--- config.mk ---
export PLATFORM = sky130hd
export DESIGN_NAME = hz_interlock
export DESIGN_NICKNAME = d
export VERILOG_FILES = /design/src/rtl/hz_pkg.sv /design/src/rtl/hz_tag_pipe.sv /design/src/rtl/hz_dep_check.sv /design/src/rtl/hz_front_ctl.sv /design/src/rtl/hz_interlock.sv
export SDC_FILE = /design/constraint.sdc
export NUM_CORES = 1
export LEC_CHECK = 0
export ABC_AREA = 1
export CAP_MARGIN = 0
export CORE_UTILIZATION = 55
export CTS_BUF_LIST = sky130_fd_sc_hd__clkbuf_16
export CTS_CLUSTER_SIZE = 16
export DETAILED_ROUTE_END_ITERATION = 8
export DONT_BUFFER_PORTS = 1
export GPL_ROUTABILITY_DRIVEN = 0
export PLACE_DENSITY = 0.76
export SYNTH_ARGS = -nofsm -noshare
export SYNTH_HDL_FRONTEND = slang
export SYNTH_SLANG_ARGS = --single-unit
--- constraint.sdc ---
create_clock -name clk -period 1.9 [get_ports clk]
set_input_delay 0.38 -clock clk [delete_from_list [all_inputs] [get_ports clk]]
set_output_delay 0.38 -clock clk [all_outputs]
set_load 0.02 [all_outputs]
--- src/rtl/hz_pkg.sv ---
package hz_pkg;

    localparam int REG_AW      = 5;
    localparam int BACK_DEPTH  = 7;   // X1 X2 X3 M1 M2 M3 W1
    localparam int ALU_RDY     = 2;   // stage index of X3
    localparam int LOAD_RDY    = 5;   // stage index of M3
    localparam int FRONT_SLOTS = 3;   // R1 F2 F1
    localparam int NUM_OPS     = 2;

    typedef logic [REG_AW-1:0] reg_idx_t;

    typedef struct packed {
        logic     vld;
        logic     wr;
        logic     is_load;
        reg_idx_t dst;
    } tag_t;

    typedef enum logic [1:0] {
        FWD_RF  = 2'd0,
        FWD_EXE = 2'd1,
        FWD_MEM = 2'd2,
        FWD_WB  = 2'd3
    } fwd_e;

    // A producer at back-end index idx can feed X1 next cycle.
    function automatic logic tag_ready(input int idx, input logic is_load,
                                       input int alu_rdy, input int load_rdy);
        return is_load ? (idx >= load_rdy) : (idx >= alu_rdy);
    endfunction

    // Source of the forwarded value for a producer at index idx.
    function automatic fwd_e fwd_for_index(input int idx, input int load_rdy,
                                           input int depth);
        if (idx < load_rdy)
            return FWD_EXE;
        else if (idx < depth - 1)
            return FWD_MEM;
        else
            return FWD_WB;
    endfunction

endpackage

--- src/rtl/hz_tag_pipe.sv ---
module hz_tag_pipe
    import hz_pkg::*;
#(
    parameter int DEPTH = BACK_DEPTH
) (
    input  logic                  clk,
    input  logic                  rst,
    input  tag_t                  enter,
    output tag_t [DEPTH-1:0]      stages_q
);

    always_ff @(posedge clk) begin
        if (rst) begin
            stages_q <= '0;
        end else begin
            stages_q[0] <= enter;
            for (int i = 1; i < DEPTH; i++) begin
                stages_q[i] <= stages_q[i-1];
            end
        end
    end

endmodule

--- src/rtl/hz_dep_check.sv ---
module hz_dep_check
    import hz_pkg::*;
#(
    parameter int DEPTH    = BACK_DEPTH,
    parameter int ALU_AT   = ALU_RDY,
    parameter int LOAD_AT  = LOAD_RDY
) (
    input  reg_idx_t             src,
    input  tag_t [DEPTH-1:0]     stages,
    output logic                 hazard,
    output logic [1:0]           code
);

    // Scan oldest to youngest so the youngest match is applied last.
    always_comb begin
        hazard = 1'b0;
        code   = FWD_RF;
        for (int i = DEPTH - 1; i >= 0; i--) begin
            if (stages[i].vld && stages[i].wr && (src != '0) &&
                (stages[i].dst == src)) begin
                if (tag_ready(i, stages[i].is_load, ALU_AT, LOAD_AT)) begin
                    hazard = 1'b0;
                    code   = fwd_for_index(i, LOAD_AT, DEPTH);
                end else begin
                    hazard = 1'b1;
                    code   = FWD_RF;
                end
            end
        end
    end

endmodule

--- src/rtl/hz_front_ctl.sv ---
module hz_front_ctl
    import hz_pkg::*;
#(
    parameter int NOPS  = NUM_OPS,
    parameter int SLOTS = FRONT_SLOTS
) (
    input  logic                    r1_vld,
    input  logic                    br_taken,
    input  logic                    x1_vld,
    input  logic [NOPS-1:0]         op_haz,
    input  logic [NOPS-1:0][1:0]    op_code,
    output logic                    hold,
    output logic                    enter,
    output logic [SLOTS-1:0]        kill,
    output logic [NOPS-1:0][1:0]    fwd_out
);

    logic flush;

    // Flush wins over hold; a squashed R1 instruction raises nothing.
    assign flush = br_taken & x1_vld;
    assign hold  = r1_vld & ~flush & (|op_haz);
    assign enter = r1_vld & ~flush & ~hold;
    assign kill  = {SLOTS{flush}};

    for (genvar k = 0; k < NOPS; k++) begin : g_fwd
        assign fwd_out[k] = enter ? op_code[k] : FWD_RF;
    end

endmodule

--- src/rtl/hz_interlock.sv ---
module hz_interlock
    import hz_pkg::*;
#(
    parameter int DEPTH   = BACK_DEPTH,
    parameter int ALU_AT  = ALU_RDY,
    parameter int LOAD_AT = LOAD_RDY,
    parameter int SLOTS   = FRONT_SLOTS
) (
    input  logic              clk,
    input  logic              rst,
    input  logic              r1_vld,
    input  logic [4:0]        r1_src_a,
    input  logic [4:0]        r1_src_b,
    input  logic [4:0]        r1_dst,
    input  logic              r1_wen,
    input  logic              r1_is_load,
    input  logic              x1_br_taken,
    output logic              front_hold,
    output logic              x1_bubble,
    output logic [1:0]        fwd_a,
    output logic [1:0]        fwd_b,
    output logic [SLOTS-1:0]  front_kill
);

    tag_t [DEPTH-1:0]          stages_q;
    tag_t                      enter_tag;
    logic                      enter;
    reg_idx_t [NUM_OPS-1:0]    srcs;
    logic [NUM_OPS-1:0]        op_haz;
    logic [NUM_OPS-1:0][1:0]   op_code;
    logic [NUM_OPS-1:0][1:0]   fwd_out;

    assign srcs[0] = r1_src_a;
    assign srcs[1] = r1_src_b;

    always_comb begin
        enter_tag = '0;
        if (enter) begin
            enter_tag.vld     = 1'b1;
            enter_tag.wr      = r1_wen & (r1_dst != '0);
            enter_tag.is_load = r1_is_load;
            enter_tag.dst     = r1_dst;
        end
    end

    hz_tag_pipe #(.DEPTH(DEPTH)) u_tags (
        .clk      (clk),
        .rst      (rst),
        .enter    (enter_tag),
        .stages_q (stages_q)
    );

    for (genvar k = 0; k < NUM_OPS; k++) begin : g_op
        hz_dep_check #(
            .DEPTH   (DEPTH),
            .ALU_AT  (ALU_AT),
            .LOAD_AT (LOAD_AT)
        ) u_dep (
            .src    (srcs[k]),
            .stages (stages_q),
            .hazard (op_haz[k]),
            .code   (op_code[k])
        );
    end

    hz_front_ctl #(.NOPS(NUM_OPS), .SLOTS(SLOTS)) u_ctl (
        .r1_vld   (r1_vld),
        .br_taken (x1_br_taken),
        .x1_vld   (stages_q[0].vld),
        .op_haz   (op_haz),
        .op_code  (op_code),
        .hold     (front_hold),
        .enter    (enter),
        .kill     (front_kill),
        .fwd_out  (fwd_out)
    );

    assign x1_bubble = ~enter;
    assign fwd_a     = fwd_out[0];
    assign fwd_b     = fwd_out[1];

endmodule

Word level (Yosys, flattened, before mapping):

Cells that the tools add are included.

* bits of input ports: 21
* bits in registers: 54
* output and inout bits: 9

* bitwise operators: 8
* reductions and logical operators: 40
* equality and inequality tests: 14
* mux-type cells: 33

Operators with widths (number)
* $eq A5 B5 Y1: 14
* $logic_and A1 B1 Y1: 35
* $mux W2: 16
* $mux W1: 16
* $reduce_bool A5 Y1: 3
* $mux W8: 1
* $and A1 B1 Y1: 5
* $reduce_or A2 Y1: 2
* $not A1 Y1: 3

Logic depth before layout (Yosys ltp):

Gate-level depths: netlist (run 1).

* word-level depth: 14
* mapped depth: 15
* gate-level depth less buffers: 14

Cells and area by module:

A second synthesis (run 1) with hierarchy kept.

* cell total of the unflattened synthesis: 534
* area, all modules: 3309.4 um^2

By module, submodules not included
* hz_tag_pipe: sequential area each 1121.1 um^2, instances 1, cells an instance 174, area an instance 1602.8 um^2
* hz_dep_check: sequential area each 0.0 um^2, instances 2, cells an instance 160, area an instance 764.5 um^2
* hz_front_ctl: sequential area each 0.0 um^2, instances 1, cells an instance 18, area an instance 92.6 um^2
* hz_interlock: sequential area each 0.0 um^2, instances 1, cells an instance 22, area an instance 85.1 um^2

Least setup slack after synthesis (run 1):

OpenSTA, ideal clock, no wires.

* path type: input port to output port
* start point: in r1_src_b[3]
* end point: out fwd_a[1]
* stages: 12
* setup slack: -227 ps
* buffers on the path: 1
* arrival: 1747 ps
* data required time: 1520 ps
* cells stage by stage: buf_4 inv_2 nand2_2 nor2_4 nor2_1 nand2_2 nor2_1 nor2_1 nand2_1 nor2_4 nand2_2 nor2_1

* word-level cells in the longest chain between the ends: 13
* elaborated cells between the ends (all ways): 26
* those cells by class: 5 x eq/ne; 6 x mux; 3 x bitwise; 12 x reduce/logical

RTL lines
* from (decl): line hz_interlock.sv:13 `input logic [4:0] r1_src_b,`
* $reduce_bool A5 Y1: line hz_dep_check.sv:19 `if (stages[i].vld && stages[i].wr && (src != '0) &&`
* $logic_and A1 B1 Y1 (2 in a row): line hz_dep_check.sv:19
* $mux W1 (4 in a row): line hz_dep_check.sv:19
* $mux W1 *: line hz_dep_check.sv:19
* $reduce_or A2 Y1 *: line hz_front_ctl.sv:22 `assign hold = r1_vld & ~flush & (|op_haz);`
* $and A1 B1 Y1 *: line hz_front_ctl.sv:22
* $not A1 Y1 *: line hz_front_ctl.sv:23 `assign enter = r1_vld & ~flush & ~hold;`
* $and A1 B1 Y1 *: line hz_front_ctl.sv:23
* $mux W2 *: line hz_front_ctl.sv:27 `assign fwd_out[k] = enter ? op_code[k] : FWD_RF;`
* to (decl): line hz_interlock.sv:20 `output logic [1:0] fwd_a,`

Mark *: on every way between the ends. The rest lies on a longest branch, timed or not.

Worst setup path in the final report (run 1):

* start point: reg u_tags.stages_q[42] (netlist name)
* end point: out fwd_b[1]

* word-level cells in the longest chain between the ends: 9

RTL lines
* $eq A5 B5 Y1: line hz_dep_check.sv:20 `(stages[i].dst == src)) begin`
* $logic_and A1 B1 Y1: line hz_dep_check.sv:19
* $mux W2 (6 in a row): line hz_dep_check.sv:19
* $mux W2: line hz_front_ctl.sv:27
* to (decl): line hz_interlock.sv:21 `output logic [1:0] fwd_b,`

Every way passes these cells.

==> reports/summary.txt, run 1 <==
Post-synthesis async set-or-reset flop share - 0
DIE AREA - 5650 um2
Power Density - 717.6 nW/um2
Grt total ovfl - 0
Final cell count without fillers - 530
Placed Instances - 519
Crit path cell chain - xnor2_2 -> o211ai_1 -> nor4_2 -> buf_4 -> nor2_1 -> nor2_1 -> nand2_1 -> nor2_4
Max reg flops - 54
Leak - 1.403 nW
CP Data Arrival Time - 1830 ps
DRC Markers - 0
Post-DP Area - 3032 um2
Final Max Slew Viols - 0
Final min period - 2207 ps
CP max-delay cell - dfxtp_2
Placed wire-length estimate - 5550 um
Root buf cell - clkbuf_16
Clock group share of total power - 0.419
Net Sw Frac - 0.2230
Vias in the first global route - 2581
CTS tree - yes
CTS Buffer Depth - 2
Iteration-0 DRC Markers - 279
Dpl ws - -74.16 ps
Final setup viols - 6
Crit Path Category - reg2out
Final Cycle Share - 1.162
Hold-fix buffers, CTS - 0
Synth cell types - 28
P_sw - 0.5295 mW
Fin nets - 481
Synth Instances - 455
FMAX - 453.1 MHz
Worst-Margin Slew - 498.8 ps
Design Power - 2.375 mW
Worst Clk Skew - 3.719 ps
Io pins - 30
Port Buffer Count - 0
Pint - 1.845 mW
Antenna violations before repair - 0
Maxcap violations - 0
Site Rows - 26
Starting Density - 0.5728
Top reg by flops - u_tags.stages_q
Slew headroom - 0.6671
CTS sink cnt - 54
Synth area leaders - dfxtp_1 (37%), nand2_1 (16%), nor2_1 (11%), inv_1 (8.5%), xnor2_1 (4.2%)
Drt total wl - 7446 um
Die width - 75.17 um
DR WL/cell - 14.05 um
Worst vdd ir - 0.5543 mV
Final antenna diode count - 0
Largest net degree at the start of global routing - 48
Syn Std Cell Area - 2944 um2
Final WS setup - -307.1 ps
Worst EP required - 1520 ps
CTS H-tree lvls - 2
Share of layout cells above drive strength 1 - 0.2043
1st-pass router iterations - 7
Gate power share - 0.090
Crit path top cell by count - nor2_1
Seq pwr share - 0.490
Synth Net Count - 476
Gr usage total - 0.2776
Area of the core - 5140 um2
Unrepaired setup endpoints after global routing - yes
Failing checks - setup timing
Reg clk slew, reported paths - 70 ps
Status - complete, but fails checks
Top-area cell type share of the netlist area - 0.3672
Top flop regs - u_tags.stages_q: 54 flops
Final instance area - 3309 um2
Worst path max stage delay - 370 ps
Worst-Skew Late Latency - 290 ps
Vias - 2787
Via density - 5.258
Final Hold Viols - 0
Post-synth top area cell - dfxtp_1
Routed Antenna Nets - 0
#FFs+latches synth - 54
Setup crit start kind - register
Post-synth EDFFs - 0
Crit path capture type - primary output
Post-synthesis sequential area ratio - 0.3672
Hold Path Class - in2reg
First-pass GRT wire length - 11540 um
Crit path max fanout - 3
CTS buffer count - 5
Yosys warning total - 0
Die height - 75.17 um
Primary FF master, synth - dfxtp_1
R2R Setup Slk - 200 ps
Syn_area_per_cell - 6.470 um2
P&R area growth vs syn - 12.41%
kinds of logic (layout without fill, tap and decap cells):
kind of cell           after synthesis  after routing  synth area share
AND/OR/NAND/NOR                    267            267            0.3923
XOR/XNOR                            16             16           0.04760
AO/OA/AOI/OAI                       25             25           0.04930
buffers and inverters               93             98            0.1436
flip-flops                          54             54            0.3672
worst max-delay path, delay by kind of cell, from the launching register on:
kind	cells	cell delay, ps
simple gates	5	740
xor+xnor	1	120
flops	1	370
compound gates	1	130
buf+inv	1	170
what timing repair did:
| action | CTS | global route |
|---|---|---|
| pin swaps | 14 | 8 |
| endpoints found under the setup margin | 6 | 6 |
| buffers inserted | 2 | 2 |
| cloned | 0 | 0 |
| resized for setup | 25 | 15 |
power groups by stage:
| stage | Combinational (mW) | Sequential [mW] | Clock [mW] |
|---|---|---|---|
| 4_1_cts | 0.204 | 1.16 | 1.00 |
| 3_5_place_dp | 0.199 | 1.19 | 0 |
| 2_1_floorplan | 0.207 | 1.19 | 0 |
| 3_3_place_gp | 0.196 | 1.19 | 0 |
| 6_report | 0.215 | 1.16 | 0.996 |
| 5_1_grt | 0.236 | 1.17 | 1.05 |
path summary, 6_finish.rpt:
kind,depth (start not counted),end,start
setup / recovery,8,fwd_b[1],u_tags.stages_q[42]
hold / removal,1,u_tags.stages_q[42],rst
setup reg to reg,13,u_tags.stages_q[4],u_tags.stages_q[30]
hold reg to reg,2,u_tags.stages_q[13],u_tags.stages_q[5]
cell usage in the layout (no fill, tap or decap), drive strengths merged:
cell type | synthesis | layout
nor2 | 99 | 99
xor2 | 2 | 2
nor4 | 1 | 1
o22ai | 3 | 3
dfxtp | 54 | 54
o2111ai | 2 | 2
clkinv | 2 | 3
o211ai | 2 | 2
nand3 | 18 | 18
clkbuf | 5 | 5
nand2 | 132 | 132
inv | 74 | 74
nand4 | 12 | 12
xnor2 | 14 | 14
nor3 | 3 | 3
o21ai | 7 | 7
nand3b | 1 | 1
or2 | 1 | 1
a21oi | 11 | 11
buf | 12 | 15
bufinv | 0 | 1
final cells by class:
| cell class | count | area [um2] |
|---|---|---|
| clock buffer | 5 | 125.1 |
| inverter | 76 | 305.3 |
| sequential | 54 | 1102 |
| multi-input combinational | 308 | 1539 |
| fill | 474 | 1831 |
| clock inverter | 2 | 33.78 |
| tap | 70 | 87.58 |
| timing repair buffer | 15 | 116.4 |
synthesized netlist by cell type, types with 3 or more instances:
| cell | number |
|---|---|
| nor2_4 | 5 |
| buf_4 | 7 |
| a21oi_1 | 10 |
| nor2_1 | 85 |
| nor2_2 | 9 |
| nand2_1 | 126 |
| inv_1 | 67 |
| o22ai_1 | 3 |
| o21ai_0 | 7 |
| nor3_1 | 3 |
| inv_2 | 4 |
| buf_6 | 5 |
| xnor2_1 | 14 |
| dfxtp_1 | 54 |
| nand3_1 | 17 |
| nand4_1 | 12 |
| inv_4 | 3 |
| nand2_2 | 6 |
| clkbuf_1 | 5 |
layer usage:
metal	share of wire	vias up	wire, um	track usage
met5	0	-	0	0
met4	0.035	0	257	0.1214
met3	0.079	26	589	0.06426
met2	0.48	122	3560	0.4765
met1	0.41	1267	3039	0.3325
li1	-	1372	-	-
metrics by stage:
| step | utilization | hold slack (ps) | setup TNS (ps) |
|---|---|---|---|
| 2_1_floorplan | - | 388.3 | -227.5 |
| 3_3_place_gp | 0.5898 | 397.3 | -184.9 |
| 3_5_place_dp | 0.5898 | 395.9 | -280.3 |
| 4_1_cts | 0.6351 | 149.6 | -1303 |
| 5_1_grt | 0.6439 | 153.3 | -2251 |
| 6_report | 0.6439 | 155.7 | -1695 |
(Power assumes the default switching activity.)
==> run 2, diff against run 1 <==
Settings changed: SYNTH_HIERARCHICAL set to 1.
==> reports/summary.txt, run 2 <==
Status - complete, but fails checks (unchanged)
Failing checks - setup timing (unchanged)
Vias in the first global route - 2735 (was 2581)
Reg2reg end - u_tags/stages_q[1] (was u_tags.stages_q[4])
Synth Net Count - 549 (was 476)
Worst EP required - 1520 ps (about the same)
Starting Density - 0.5803 (was 0.5728)
Fin nets - 559 (was 481)
Antenna violations before repair - 0 (unchanged)
Reg2Reg Launch Point - u_tags/stages_q[4] (was u_tags.stages_q[30])
Final WS setup - -326.1 ps (was -307.1 ps)
Largest net degree at the start of global routing - 55 (was 48)
Port Buffer Count - 0 (unchanged)
Hold endpoint - u_tags/stages_q[54] (was u_tags.stages_q[42])
Final instance area - 3670 um2 (was 3309 um2)
Final cell count without fillers - 610 (was 530)
Worst-Skew Late Latency - 290 ps (about the same)
Via density - 4.926 (was 5.258)
Hold Path Class - in2reg (unchanged)
1st-pass router iterations - 4 (was 7)
Hold path startpoint - rst (unchanged)
DRC Markers - 0 (unchanged)
Worst-Margin Slew - 497.2 ps (was 498.8 ps)
Most common cell after layout, fill and taps aside - nand2_1 (unchanged)
Max reg flops - 54 (unchanged)
Placed wire-length estimate - 5959 um (was 5550 um)
CTS Buffer Depth - 2 (unchanged)
Power Density - 628.8 nW/um2 (was 717.6 nW/um2)
Top reg by flops - u_tags/stages_q (was u_tags.stages_q)
DIE AREA - 6228 um2 (was 5650 um2)
R2R Setup Slk - -220 ps (was 200 ps)
Slew headroom - 0.6682 (was 0.6671)
Filler cell count - 529 (was 474)
Yosys warning total - 6 (was 0)
Vias - 3005 (was 2787)
Final antenna diode count - 0 (unchanged)
Hold-fix buffers, CTS - 0 (unchanged)
Syn_area_per_cell - 6.164 um2 (was 6.470 um2)
Die width - 78.92 um (was 75.17 um)
Final Cycle Share - 1.172 (was 1.162)
Commonest non-fill, non-tap cells in the layout - nand2_1 (107), inv_1 (105), nor2_1 (97) (was nand2_1 (122), nor2_1 (76), inv_1 (63))
P&R area growth vs syn - 12.76% (was 12.41%)
First-pass GRT wire length - 12520 um (was 11540 um)
Placed Instances - 598 (was 519)
Crit path max fanout - 5 (was 3)
Final min period - 2226 ps (was 2207 ps)
Leak - 1.539 nW (was 1.403 nW)
Final Max Slew Viols - 0 (unchanged)
Final Hold Viols - 0 (unchanged)
Crit path capture type - primary output (unchanged)
Reg clk slew, reported paths - 70 ps (about the same)
Iteration-0 DRC Markers - 340 (was 279)
Post-DP Area - 3346 um2 (was 3032 um2)
Die height - 78.92 um (was 75.17 um)
CTS buffer count - 5 (unchanged)
CTS tree - yes (unchanged)
Maxcap violations - 0 (unchanged)
Top flop regs - u_tags/stages_q: 54 flops (was u_tags.stages_q: 54 flops)
Register area - 1111 um2 (was 1102 um2)
Grt total ovfl - 0 (unchanged)
Worst vdd ir - 0.6080 mV (was 0.5543 mV)
Unrepaired setup endpoints after global routing - yes (unchanged)
Crit Path Category - reg2out (unchanged)
Area of the core - 5608 um2 (was 5140 um2)
Root buf cell - clkbuf_16 (unchanged)
Setup crit start kind - register (unchanged)
CTS sink cnt - 54 (unchanged)
Gr usage total - 0.2675 (was 0.2776)
Share of layout cells above drive strength 1 - 0.2193 (was 0.2043)
Site Rows - 27 (was 26)
FMAX - 449.2 MHz (was 453.1 MHz)
CTS H-tree lvls - 2 (unchanged)
WHS Path Cells - 1 (unchanged)
Worst Reg-to-Reg Cells - 19 (was 13)
Final setup viols - 13 (was 6)
Area occupied by multi-input gates - 1647 um2 (was 1539 um2)
Io pins - 30 (unchanged)
Worst Clk Skew - 5.188 ps (was 3.719 ps)
Synth Instances - 528 (was 455)
Syn Std Cell Area - 3254 um2 (was 2944 um2)
Drt total wl - 7872 um (was 7446 um)
Routed Antenna Nets - 0 (unchanged)
DR WL/cell - 12.90 um (was 14.05 um)
CP Data Arrival Time - 1850 ps (was 1830 ps)
run 2: repair_timing:
action,in CTS,in global routing
endpoints found under the setup margin,11,13
pin swaps,14,16
setup buffers,2,3
gates resized for setup,29,40
run 2: power by group:
part,total [mW],switching [mW],internal [mW]
Sequential,1.16,0.0193,1.14
Clock,0.896,0.415,0.481
Combinational,0.248,0.144,0.103
Total,2.31,0.578,1.73
run 2: cell type report:
class                           count  share of cell area
Multi-Input combinational cell    328              0.4487
Clock buffer                        5             0.03409
Sequential cell                    54              0.3028
Inverter                          130              0.1418
Timing Repair Buffer               19             0.04398
Tap cell                           72             0.02455
Clock inverter                      2            0.004091
run 2: stage by stage:
stage / TNS, ps / power (mW) / setup slack [ps] / hold slack (ps) / util
after floorplan: -380.8 / 1.408 / -93.48 / 388.3 / -
final: -3006 / 2.308 / -326.1 / 150.5 / 0.6544
after global routing: -4605 / 2.399 / -431.5 / 133.8 / 0.6544
after CTS: -1876 / 2.304 / -333.2 / 138.8 / 0.6352
after detailed placement: -1379 / 1.412 / -149.5 / 394.5 / 0.5966
after global placement: -849.0 / 1.411 / -96.40 / 395.2 / 0.5966
run 2: worst max-delay path: stages (launching register included):
cell	delay [ps]
dfxtp_4	360
inv_1	40
nand2_1	60
o21ai_1	80
nor2_2	150
nand3_2	110
nand2_1	70
inv_1	40
nand2_2	50
nand2_2	60
nor2_4	140
nand3_4	170
nor2_4	200
run 2: worst max path at each step:
stage	start	end	cells past startpoint
after CTS	u_tags/stages_q[18]	fwd_b[1]	12
after global placement	u_tags/stages_q[18]	x1_bubble	13
after floorplan	r1_src_a[2]	x1_bubble	14
after global routing	u_tags/stages_q[18]	fwd_b[1]	12
final	u_tags/stages_q[18]	fwd_b[1]	12
after detailed placement	r1_src_a[4]	x1_bubble	12
run 2: per-layer routing:
| metal | vias to the layer above | wire length [um] | track usage |
|---|---|---|---|
| li1 | 1546 | - | - |
| met4 | 0 | 236 | 0.1236 |
| met5 | - | 0 | 0 |
| met1 | 1334 | 3415 | 0.3421 |
| met3 | 21 | 558 | 0.04483 |
| met2 | 104 | 3662 | 0.4391 |
==> run 3, diff against run 2 <==
Settings changed: ABC_AREA 1 to not set.
==> reports/summary.txt, run 3 <==
Fin nets - 354 (was 559)
Commonest non-fill, non-tap cells in the layout - dfxtp_1 (50), buf_4 (35), nor2b_1 (32), nor2b_2 (32), xor2_1 (24) (was nand2_1 (107), inv_1 (105), nor2_1 (97))
Crit Path Category - reg2out (unchanged)
Largest net degree at the start of global routing - 55 (unchanged)
1st-pass router iterations - 4 (unchanged)
DRC Markers - 0 (unchanged)
Reg2reg end - u_tags/stages_q[5] (was u_tags/stages_q[1])
Register area - 1086 um2 (was 1111 um2)
Die height - 74.95 um (was 78.92 um)
Yosys warning total - 6 (unchanged)
Crit path capture type - primary output (unchanged)
Pint - 1.879 mW (was 1.729 mW)
Final setup viols - 14 (was 13)
Worst-Skew Late Latency - 290 ps (about the same)
CTS Buffer Depth - 2 (unchanged)
Highest Signal Layer - met4 (unchanged)
Crit path max fanout - 6 (was 5)
Power Density - 695.5 nW/um2 (was 628.8 nW/um2)
Placed Instances - 393 (was 598)
Filler cell count - 409 (was 529)
WHS Path Cells - 1 (unchanged)
Leak - 1.276 nW (was 1.539 nW)
Final Max Slew Viols - 0 (unchanged)
Starting Density - 0.5730 (was 0.5803)
Final antenna diode count - 0 (unchanged)
Net Sw Frac - 0.2054 (was 0.2507)
Iteration-0 DRC Markers - 105 (was 340)
FMAX - 350.9 MHz (was 449.2 MHz)
TNS Setup - -11560 ps (was -3006 ps)
Final WS setup - -949.5 ps (was -326.1 ps)
Routed Antenna Nets - 0 (unchanged)
Most common cell after layout, fill and taps aside - dfxtp_1 (was nand2_1)
Worst vdd ir - 0.4189 mV (was 0.6080 mV)
Io pins - 30 (unchanged)
Slew headroom - 0.7439 (was 0.6682)
Failing checks - setup timing (unchanged)
Syn_area_per_cell - 9.471 um2 (was 6.164 um2)
DR WL/cell - 16.70 um (was 12.90 um)
First-pass GRT wire length - 10760 um (was 12520 um)
Drt total wl - 6746 um (was 7872 um)
CTS sink cnt - 54 (unchanged)
Root buf cell - clkbuf_16 (unchanged)
Seq pwr share - 0.494 (was 0.504)
Top flop regs - u_tags/stages_q: 54 flops (unchanged)
Port Buffer Count - 0 (unchanged)
CTS tree - yes (unchanged)
Grt total ovfl - 0 (unchanged)
Metal3 WL - 396 um (was 558 um)
Reg2Reg Launch Point - u_tags/stages_q[25] (was u_tags/stages_q[4])
P&R area growth vs syn - 16.16% (was 12.76%)
R2R Setup Slk - -820 ps (was -220 ps)
Final Cycle Share - 1.500 (was 1.172)
Synth Net Count - 330 (was 549)
Area of the core - 5107 um2 (was 5608 um2)
Die width - 74.95 um (was 78.92 um)
Placed wire-length estimate - 4973 um (was 5959 um)
Post-Route M1 WL - 2820 um (was 3415 um)
Maxcap violations - 0 (unchanged)
Status - complete, but fails checks (unchanged)
DIE AREA - 5617 um2 (was 6228 um2)
Clock group share of total power - 0.428 (was 0.388)
Gate power share - 0.077 (was 0.107)
Syn Std Cell Area - 2927 um2 (was 3254 um2)
Final Hold Viols - 0 (unchanged)
Reg clk slew, reported paths - 70 ps (about the same)
Final cell count without fillers - 404 (was 610)
Share of layout cells above drive strength 1 - 0.3293 (was 0.2193)
CP Data Arrival Time - 2470 ps (was 1850 ps)
Area occupied by multi-input gates - 1728 um2 (was 1647 um2)
CTS H-tree lvls - 2 (unchanged)
Final instance area - 3400 um2 (was 3670 um2)
Worst-Margin Slew - 374.5 ps (was 497.2 ps)
CTS buffer count - 5 (unchanged)
P_sw - 0.4857 mW (was 0.5785 mW)
Antenna violations before repair - 0 (unchanged)
Setup crit start kind - register (unchanged)
Min Hold Slack - 158.2 ps (was 150.5 ps)
Vias in the first global route - 2213 (was 2735)
WL met2 - 3263 um (was 3662 um)
Vias - 2233 (was 3005)
Hold path startpoint - rst (unchanged)
Gr usage total - 0.2626 (was 0.2675)
Top reg by flops - u_tags/stages_q (unchanged)
Synth Instances - 309 (was 528)
Final min period - 2849 ps (was 2226 ps)
Worst Reg-to-Reg Cells - 12 (was 19)
Worst Clk Skew - 7.466 ps (was 5.188 ps)
Hold endpoint - u_tags/stages_q[29] (was u_tags/stages_q[54])
Design Power - 2.365 mW (was 2.308 mW)
Worst EP required - 1520 ps (about the same)
Post-DP Area - 3144 um2 (was 3346 um2)
Unrepaired setup endpoints after global routing - yes (unchanged)
Hold Path Class - in2reg (unchanged)
Max reg flops - 54 (unchanged)
Via density - 5.527 (was 4.926)
Site Rows - 26 (was 27)
run 3: worst max path at each step:
stage                                   start  slack [ps]   endpoint
after detailed placement          r1_src_a[1]        -870  x1_bubble
final                     u_tags/stages_q[25]        -950  x1_bubble
after global routing      u_tags/stages_q[17]       -1010  x1_bubble
after global placement            r1_src_a[1]        -860  x1_bubble
after floorplan                   r1_src_a[3]        -660  x1_bubble
after CTS                 u_tags/stages_q[25]        -940  x1_bubble
run 3: repair_timing:
| action | 4_1_cts | 5_1_grt |
|---|---|---|
| resized for setup | 10 | 8 |
| setup buffers | 1 | 2 |
| hold buffers | 0 | 0 |
| pin swaps | 3 | 3 |
| endpoints found under the setup margin | 14 | 14 |
run 3: routing by layer:
layer | global-route usage | up-vias
met5 | 0 | -
met3 | 0.05622 | 22
met1 | 0.3107 | 1051
li1 | - | 1081
met2 | 0.4464 | 79
met4 | 0.1384 | 0
run 3: stage by stage:
| stage | worst slack [ps] | util |
|---|---|---|
| detailed placement | -866.2 | 0.6156 |
| global route | -1015 | 0.6656 |
| finish | -949.5 | 0.6656 |
| floorplan | -658.2 | - |
| CTS | -939.1 | 0.6558 |
| global placement | -858.7 | 0.6156 |
run 3: cell type report:
type | count | area share
clock buffer | 5 | 0.03681
clock inverter | 3 | 0.01325
inverter | 13 | 0.01583
multi-input combinational | 223 | 0.5083
sequential | 54 | 0.3195
tap | 70 | 0.02576
timing repair buffer | 36 | 0.08060
run 3: worst max-delay path: stages, from the launching register on:
cell and delay (ps):
dfxtp_2 330, nor2b_4 120, a2111o_1 380, or4_4 430
and2_4 150, a311o_1 340, nor2_4 160, and2_4 210
inv_4 60
run 3: power groups by stage:
stage               Clock [mW]  Combinational, mW  Sequential (mW)
finish                    1.01              0.183             1.17
global route              1.08              0.200             1.17
CTS                       1.04              0.173             1.17
detailed placement           0              0.167             1.19
global placement             0              0.163             1.19
floorplan                    0              0.201             1.19
